### config.mk
export PLATFORM = sky130hd
export DESIGN_NAME = wmark_dma_req
export DESIGN_NICKNAME = d
export VERILOG_FILES = /design/src/rtl/wmark_pkg.sv /design/src/rtl/wmark_burst_dec.sv /design/src/rtl/wmark_thresh.sv /design/src/rtl/wmark_req_ctl.sv /design/src/rtl/wmark_irq_pulse.sv /design/src/rtl/wmark_dma_req.sv
export SDC_FILE = /design/constraint.sdc
export NUM_CORES = 1
export LEC_CHECK = 0
export ABC_AREA = 1
export BUFFER_PORTS_ARGS = -buffer_cell sky130_fd_sc_hd__buf_2
export CORE_ASPECT_RATIO = 1.2
export CORE_MARGIN = 2
export CORE_UTILIZATION = 43
export CTS_CLUSTER_DIAMETER = 100
export DETAILED_ROUTE_END_ITERATION = 7
export GPL_ROUTABILITY_DRIVEN = 0
export PLACE_DENSITY = 0.82
export SYNTH_ARGS = -nofsm -noshare
export SYNTH_HDL_FRONTEND = slang
export SYNTH_SLANG_ARGS = --single-unit
### constraint.sdc
create_clock -name clk -period 0.9 [get_ports clk]
set_input_delay 0.045 -clock clk [delete_from_list [all_inputs] [get_ports clk]]
set_output_delay 0.045 -clock clk [all_outputs]
set_load 0.05 [all_outputs]
### src/rtl/wmark_pkg.sv
package wmark_pkg;
   localparam int BLEN_W = 5;

   typedef enum logic [1:0] {
      REQ_IDLE   = 2'd0,
      REQ_BURST  = 2'd1,
      REQ_SINGLE = 2'd2
   } req_kind_e;
endpackage

### src/rtl/wmark_burst_dec.sv
module wmark_burst_dec
   import wmark_pkg::*;
(
   input  logic [2:0]        code,
   output logic [BLEN_W-1:0] blen,
   output logic              bad
);
   always_comb begin
      bad = 1'b0;
      unique case (code)
         3'd0:    blen = BLEN_W'(1);
         3'd1:    blen = BLEN_W'(4);
         3'd2:    blen = BLEN_W'(8);
         3'd3:    blen = BLEN_W'(16);
         3'd5:    blen = BLEN_W'(1);
         3'd6:    blen = BLEN_W'(4);
         3'd7:    blen = BLEN_W'(8);
         default: begin
            blen = BLEN_W'(1);
            bad  = 1'b1;
         end
      endcase
   end
endmodule

### src/rtl/wmark_thresh.sv
module wmark_thresh #(
   parameter int DEPTH  = 1024,
   parameter int CNT_W  = 13,
   parameter int MARK_W = 12
) (
   input  logic [CNT_W-1:0]  fifo_cnt,
   input  logic [MARK_W-1:0] rx_mark,
   input  logic [MARK_W-1:0] tx_mark,
   output logic              rx_hit,
   output logic              tx_hit,
   output logic              full,
   output logic              mark_bad
);
   localparam logic [CNT_W-1:0]  FULL_CNT = CNT_W'(DEPTH);
   localparam logic [MARK_W-1:0] RX_MAX   = MARK_W'(DEPTH - 2);

   logic [CNT_W-1:0] rx_ext, tx_ext;

   assign rx_ext   = {1'b0, rx_mark};
   assign tx_ext   = {1'b0, tx_mark};
   assign rx_hit   = fifo_cnt > rx_ext;
   assign tx_hit   = fifo_cnt <= tx_ext;
   assign full     = fifo_cnt >= FULL_CNT;
   assign mark_bad = (rx_mark > RX_MAX) || (tx_mark == '0);
endmodule

### src/rtl/wmark_req_ctl.sv
module wmark_req_ctl
   import wmark_pkg::*;
(
   input  logic      clk,
   input  logic      rst_n,
   input  logic      clr,
   input  req_kind_e want,
   input  logic      ack,
   output logic      burst_req,
   output logic      single_req
);
   req_kind_e kind_q, kind_d;

   always_comb begin
      if (clr)                    kind_d = REQ_IDLE;
      else if (kind_q != REQ_IDLE) kind_d = ack ? REQ_IDLE : kind_q;
      else                        kind_d = want;
   end

   always_ff @(posedge clk or negedge rst_n) begin
      if (!rst_n) kind_q <= REQ_IDLE;
      else        kind_q <= kind_d;
   end

   assign burst_req  = (kind_q == REQ_BURST);
   assign single_req = (kind_q == REQ_SINGLE);
endmodule

### src/rtl/wmark_irq_pulse.sv
module wmark_irq_pulse (
   input  logic clk,
   input  logic rst_n,
   input  logic clr,
   input  logic cond,
   output logic pulse
);
   logic prev_q;

   always_ff @(posedge clk or negedge rst_n) begin
      if (!rst_n) begin
         prev_q <= 1'b0;
         pulse  <= 1'b0;
      end else if (clr) begin
         prev_q <= 1'b0;
         pulse  <= 1'b0;
      end else begin
         prev_q <= cond;
         pulse  <= cond & ~prev_q;
      end
   end
endmodule

### src/rtl/wmark_dma_req.sv
module wmark_dma_req
   import wmark_pkg::*;
#(
   parameter int DEPTH  = 1024,
   parameter int CNT_W  = 13,
   parameter int MARK_W = 12
) (
   input  logic              clk,
   input  logic              rst_n,
   input  logic              soft_clr,
   input  logic [CNT_W-1:0]  fifo_cnt,
   input  logic              dir_tx,
   input  logic              dma_en,
   input  logic              rx_irq_en,
   input  logic              tx_irq_en,
   input  logic              eop,
   input  logic              ccs_tmo,
   input  logic [MARK_W-1:0] rx_mark,
   input  logic [MARK_W-1:0] tx_mark,
   input  logic [2:0]        bsz_code,
   input  logic              dma_ack,
   output logic              burst_req,
   output logic              single_req,
   output logic              rx_irq,
   output logic              tx_irq,
   output logic [BLEN_W-1:0] burst_len,
   output logic              cfg_err
);
   localparam int N_IRQ = 2;

   if (MARK_W + 1 != CNT_W) begin : g_bad_width
      $error("count must be one bit wider than a watermark");
   end
   if (DEPTH > (1 << MARK_W)) begin : g_bad_depth
      $error("depth exceeds watermark range");
   end
   if (DEPTH < 16) begin : g_small_depth
      $error("depth below largest burst");
   end

   logic      rx_hit, tx_hit, full, mark_bad, code_bad;
   logic      have_burst, cnt_nz;
   req_kind_e want;
   logic [N_IRQ-1:0] irq_cond, irq_pulse;

   wmark_burst_dec u_dec (
      .code (bsz_code),
      .blen (burst_len),
      .bad  (code_bad)
   );

   wmark_thresh #(.DEPTH(DEPTH), .CNT_W(CNT_W), .MARK_W(MARK_W)) u_thr (
      .fifo_cnt (fifo_cnt),
      .rx_mark  (rx_mark),
      .tx_mark  (tx_mark),
      .rx_hit   (rx_hit),
      .tx_hit   (tx_hit),
      .full     (full),
      .mark_bad (mark_bad)
   );

   assign cfg_err    = mark_bad | code_bad;
   assign have_burst = fifo_cnt >= CNT_W'(burst_len);
   assign cnt_nz     = fifo_cnt != '0;

   always_comb begin
      want = REQ_IDLE;
      if (dma_en) begin
         if (!dir_tx) begin
            if (eop && !ccs_tmo) begin
               if (have_burst)  want = REQ_BURST;
               else if (cnt_nz) want = REQ_SINGLE;
            end else if (rx_hit) begin
               want = REQ_BURST;
            end
         end else begin
            if (eop) begin
               if (!full) want = REQ_SINGLE;
            end else if (tx_hit) begin
               want = REQ_BURST;
            end
         end
      end
   end

   wmark_req_ctl u_req (
      .clk        (clk),
      .rst_n      (rst_n),
      .clr        (soft_clr | ~dma_en),
      .want       (want),
      .ack        (dma_ack),
      .burst_req  (burst_req),
      .single_req (single_req)
   );

   assign irq_cond[0] = ~dma_en & ~dir_tx & rx_irq_en & rx_hit;
   assign irq_cond[1] = ~dma_en &  dir_tx & tx_irq_en & (tx_hit | eop);

   for (genvar i = 0; i < N_IRQ; i++) begin : g_irq
      wmark_irq_pulse u_pulse (
         .clk   (clk),
         .rst_n (rst_n),
         .clr   (soft_clr),
         .cond  (irq_cond[i]),
         .pulse (irq_pulse[i])
      );
   end

   assign rx_irq = irq_pulse[0];
   assign tx_irq = irq_pulse[1];
endmodule

==> impl_metrics.json, run 1 <==
{
  "outcome": "did not finish",
  "stop_stage": "global routing",
  "error": "[ERROR DPL-0033] detailed placement checks failed during check placement.",
  "antenna_found_initial": 0,
  "die_w_um": 54.44,
  "initial_core_util_pct": 46.25,
  "fp.dieH_um": 64.52,
  "syn_avg_cell_area_um2": 6.048,
  "synth_seq_cells": 6,
  "io-pin-count": 60,
  "post-dp-hpwl_um": 3365,
  "cts_buffers": 3,
  "cts_root_buf": "clkbuf_4",
  "yosysUniqueCellTypes": 23,
  "worst-endpoint-pin-kind": "sequential cell input",
  "htreeDepth": 1,
  "synthesis.nets": 295,
  "ys_warn_count": 0,
  "cts.sinks": 6,
  "yosysSeqAreaShare_pct": 11.44,
  "worst_endpoint": "u_req.kind_q[0]$_DFFE_PN0P_/D",
  "fp-row-count": 21,
  "cts.path.max_buffers": 2,
  "port_buffers": 58,
  "synth_cells": 217,
  "syn-cell-area_mm2": 0.001313,
  "grt_max_degree": 7
}
## cells in the mapped netlist
library cell	count	share of area, %
a21oi_1	11	4.2
a31oi_1	1	0.48
buf_4	1	0.57
conb_1	1	0.29
dfrtp_1	6	11
ha_1	28	27
inv_1	56	16
inv_2	1	0.29
nand2_1	53	15
nand2_2	4	1.9
nand3_1	12	4.6
nand4_1	6	2.9
nor2_1	17	4.9
nor2_2	1	0.48
nor2_4	2	1.7
nor3_1	4	1.5
nor4_1	4	1.9
nor4_2	1	0.95
o21a_1	1	0.57
o21ai_0	2	0.76
o21bai_1	2	1.1
o311ai_0	1	0.67
or2_2	2	0.95
## kinds of logic after synthesis
family          count (synthesis)  synth area share (%)
compound gates                 18                 7.817
fa+ha+maj                      28                 26.69
buf+inv                        58                 16.87
flops                           6                 11.44
other cells                     1                0.2857
simple gates                  106                 36.89
## stage by stage
step                worst slack [ns]  cell area, µm²  instances
floorplan                    -0.5504            1540        217
global placement             -0.5473            2148        344
detailed placement           -0.5913            2148        344
CTS                          -0.2718            2447        351
## timing repair
action,4_1_cts
endpoints found under the hold margin,6
hold buffers,1
pin swaps,29
setup endpoints to repair,12
resized for setup,67
buffers inserted,3
==> run 2: changes to the inputs <==
--- a/config.mk
+++ b/config.mk
@@ -7,13 +7,11 @@
 export LEC_CHECK = 0
 export ABC_AREA = 1
 export BUFFER_PORTS_ARGS = -buffer_cell sky130_fd_sc_hd__buf_2
-export CORE_ASPECT_RATIO = 1.2
-export CORE_MARGIN = 2
-export CORE_UTILIZATION = 43
-export CTS_CLUSTER_DIAMETER = 100
+export CORE_AREA = 2 2 63 65
 export DETAILED_ROUTE_END_ITERATION = 7
+export DIE_AREA = 0 0 65 67
 export GPL_ROUTABILITY_DRIVEN = 0
-export PLACE_DENSITY = 0.82
+export PLACE_DENSITY_LB_ADDON = 0.15
 export SYNTH_ARGS = -nofsm -noshare
 export SYNTH_HDL_FRONTEND = slang
 export SYNTH_SLANG_ARGS = --single-unit
==> constraint.sdc (replaced) <==
create_clock -name clk -period 1.2 [get_ports clk]
set_input_delay 0.06 -clock clk [delete_from_list [all_inputs] [get_ports clk]]
set_output_delay 0.06 -clock clk [all_outputs]
set_load 0.05 [all_outputs]
==> impl_metrics.json, run 2 <==
{
  "pwr-share-seq_pct": 19.0,
  "cp_slowest_cell": "ha_4",
  "cp-start-kind": "input pin",
  "rsz0062_at_grt": "yes",
  "finalMaxSlewViolations": 0,
  "yosysUniqueCellTypes": 23,
  "syn-cell-area_mm2": 0.001313,
  "io-pin-count": 60,
  "critPathCaptureType": "flop",
  "stdcell_area_mm2": 0.002046,
  "crit_path_max_fanout": 4,
  "cts_root_buf": "clkbuf_8",
  "cts_tree": "yes",
  "clkSlewWorstSetupHoldPaths_ns": 0.03,
  "ant_nets": 0,
  "cts_setup_buffers": 0,
  "diodes": 0,
  "layout.cells.non_filler": 354,
  "synth_ff_type": "dfrtp_1",
  "synthTopCellsByArea": "ha_1 (27%), inv_1 (16%), nand2_1 (15%)",
  "p_switching_uw": 420.8,
  "synth_seq_cells": 6,
  "dieArea_mm2": 0.004355,
  "drive_above_1_share_pct": 39.22,
  "ys_warn_count": 0,
  "crit_start": "bsz_code[0]",
  "fin_ws_ns": -0.02098,
  "fp-row-count": 22,
  "finalCritPeriodShare_pct": 101.7,
  "synth_cells": 217,
  "clk_latency_ns": 0.22,
  "core_area_mm2": 0.003606,
  "drc_errors": 0,
  "final_common_cell": "buf_2",
  "htreeDepth": 1,
  "hold_violations": 0,
  "synthesis.nets": 295,
  "drt-initial-drc-count": 24,
  "worstPathRequired_ns": 1.31,
  "setup_viol": 1,
  "avgViaCountPerCell": 4.410,
  "dpl_cell_area_mm2": 0.001918,
  "fin_worst_skew_ns": 0.0004093,
  "synth-edff-count": 0,
  "crit_path_cell_trace": "buf_6 > buf_12 > nand3_1 > o21a_1 > ha_4 > a21oi_2 > o21bai_1 > nand2_1 > nand2_1 > nand2_1 > nand2_1 > nand2_1 > nand2_1",
  "post-dp-hpwl_um": 3146,
  "drt-total-wl_um": 3499,
  "grtUsageTotal_pct": 17.12,
  "cp_common_cell": "nand2_1",
  "yosys.area.top_type_share_pct": 26.69,
  "grt.overflow.total": 0,
  "reg_top3": "g_irq.u_pulse.prev_q x2, g_irq.u_pulse.pulse x2, u_req.kind_q x2",
  "fin_hold_ws_ns": 0.1210,
  "initial_core_util_pct": 36.40,
  "cts.path.max_buffers": 2,
  "die_w_um": 65,
  "max_stage_delay_ns": 0.22,
  "r2r_start": "u_req.kind_q[0]$_DFFE_PN0P_",
  "utilization_pct": 56.73,
  "yosysSeqAreaShare_pct": 11.44,
  "layout_min_cycle_time_ns": 1.221,
  "power_leakage_nw": 1.257,
  "power_density_mw_per_mm2": 544.8,
  "antenna_found_initial": 0,
  "cap_violations": 0,
  "syn_avg_cell_area_um2": 6.048,
  "avgRoutedWirePerCell_um": 9.884,
  "violations": "negative setup slack",
  "hp-start": "rx_irq_en",
  "p_int_uw": 693.6,
  "outcome": "finished, violations left",
  "dr.pass1.iters": 4,
  "via_count": 1561,
  "holdCritPathClass": "in2reg",
  "cts_buffers": 3,
  "async_flop_share_pct": 100.0,
  "port_buffers": 58,
  "netlist.top_cell.by_area": "ha_1",
  "grt_pass1_vias": 1472,
  "swShare_pct": 37.76,
  "p_comb_share_pct": 54.4,
  "synth_common_cells": "inv_1 (56), nand2_1 (53), ha_1 (28), nor2_1 (17), nand3_1 (12)",
  "cts.sinks": 6,
  "crit_type": "in2reg",
  "fp.dieH_um": 67,
  "mostFrequentLayoutCells": "buf_2 (55), inv_1 (53), nand2_1 (51)",
  "peakVddDrop_mv": 0.2754,
  "areaGrowthSynthToFinish_pct": 55.86,
  "fmax_ghz": 0.8190,
  "yosysMostFrequentCell": "inv_1",
  "clockPowerShare_pct": 26.6,
  "grt_first_pass_wirelength_um": 5906,
  "finalNetCount": 386,
  "arrival_ns": 1.33,
  "dpl.cell_count": 350,
  "grt_max_degree": 7
}
-- run 2: stage by stage --
stage | setup WS [ns] | setup TNS [ns] | total power [mW]
after floorplan | -0.2654 | -0.5268 | 0.5293
after global placement | -0.2785 | -0.9502 | 0.7842
after detailed placement | -0.2870 | -1.021 | 0.7904
after CTS | -0.003200 | -0.003200 | 1.106
after global routing | -0.1950 | -0.3472 | 1.220
final | -0.02098 | -0.02098 | 1.114
-- run 2: final cells by class --
cell class / count / area [µm²]
clock buffers: 3 / 41.29
fillers: 397 / 1560
inverters: 57 / 219.0
multi-input cells: 153 / 1037
flip-flops and latches: 6 / 150.1
well taps: 48 / 60.06
repair buffers: 87 / 538.0
-- run 2: final timing paths --
| path | end | slack (ns) | cells after the start |
|---|---|---|---|
| min | g_irq[0].u_pulse.pulse$_DFF_PN0_ | 0.12 | 3 |
| min reg2reg | g_irq[1].u_pulse.pulse$_DFF_PN0_ | 0.41 | 1 |
| max in group asynchronous | u_req.kind_q[1]$_DFFE_PN0P_ | 0.87 | 2 |
| max | u_req.kind_q[0]$_DFFE_PN0P_ | -0.02 | 13 |
| min in group asynchronous | g_irq[0].u_pulse.pulse$_DFF_PN0_ | 0.19 | 2 |
| max reg2reg | u_req.kind_q[0]$_DFFE_PN0P_ | 0.19 | 7 |
-- run 2: kinds of logic after synthesis --
| logic type | synth area share [%] |
|---|---|
| DFF | 11.44 |
| adders and majority gates | 26.69 |
| other | 0.2857 |
| AOI/OAI and AO/OA | 7.817 |
| buffers and inverters | 16.87 |
| and+or+nand+nor | 36.89 |
-- run 2: power by group through the flow --
stage	Combinational [mW]	Sequential, mW	Clock (mW)
finish	0.606	0.212	0.296
global route	0.693	0.212	0.315
CTS	0.591	0.212	0.303
detailed placement	0.576	0.214	0
global placement	0.570	0.214	0
floorplan	0.310	0.219	0
-- run 2: timing repair --
| action | CTS | global route |
|---|---|---|
| setup endpoints to repair | 3 | 7 |
| gates cloned | 0 | 0 |
| resized for setup | 7 | 16 |
| hold endpoints to repair | 6 | 0 |
| hold buffers | 1 | 0 |
| pin swaps | 5 | 6 |
-- run 2: routing by layer --
layer  vias to the layer above  track usage [%]  share of wire (%)
met5                         -                0                  0
met4                         0            2.394                  0
met3                         0            1.858                4.8
met2                        40            30.93                 46
met1                       661            22.27                 49
li1                        860                -                  -
-- run 2: critical path, delay by kind of cell --
kind / cells / cell delay [ns]
simple gates: 7 / 0.44
compound gates: 3 / 0.39
buf+inv: 2 / 0.22
fa+ha+maj: 1 / 0.22
No activity file was read; power rests on OpenSTA's default activity.
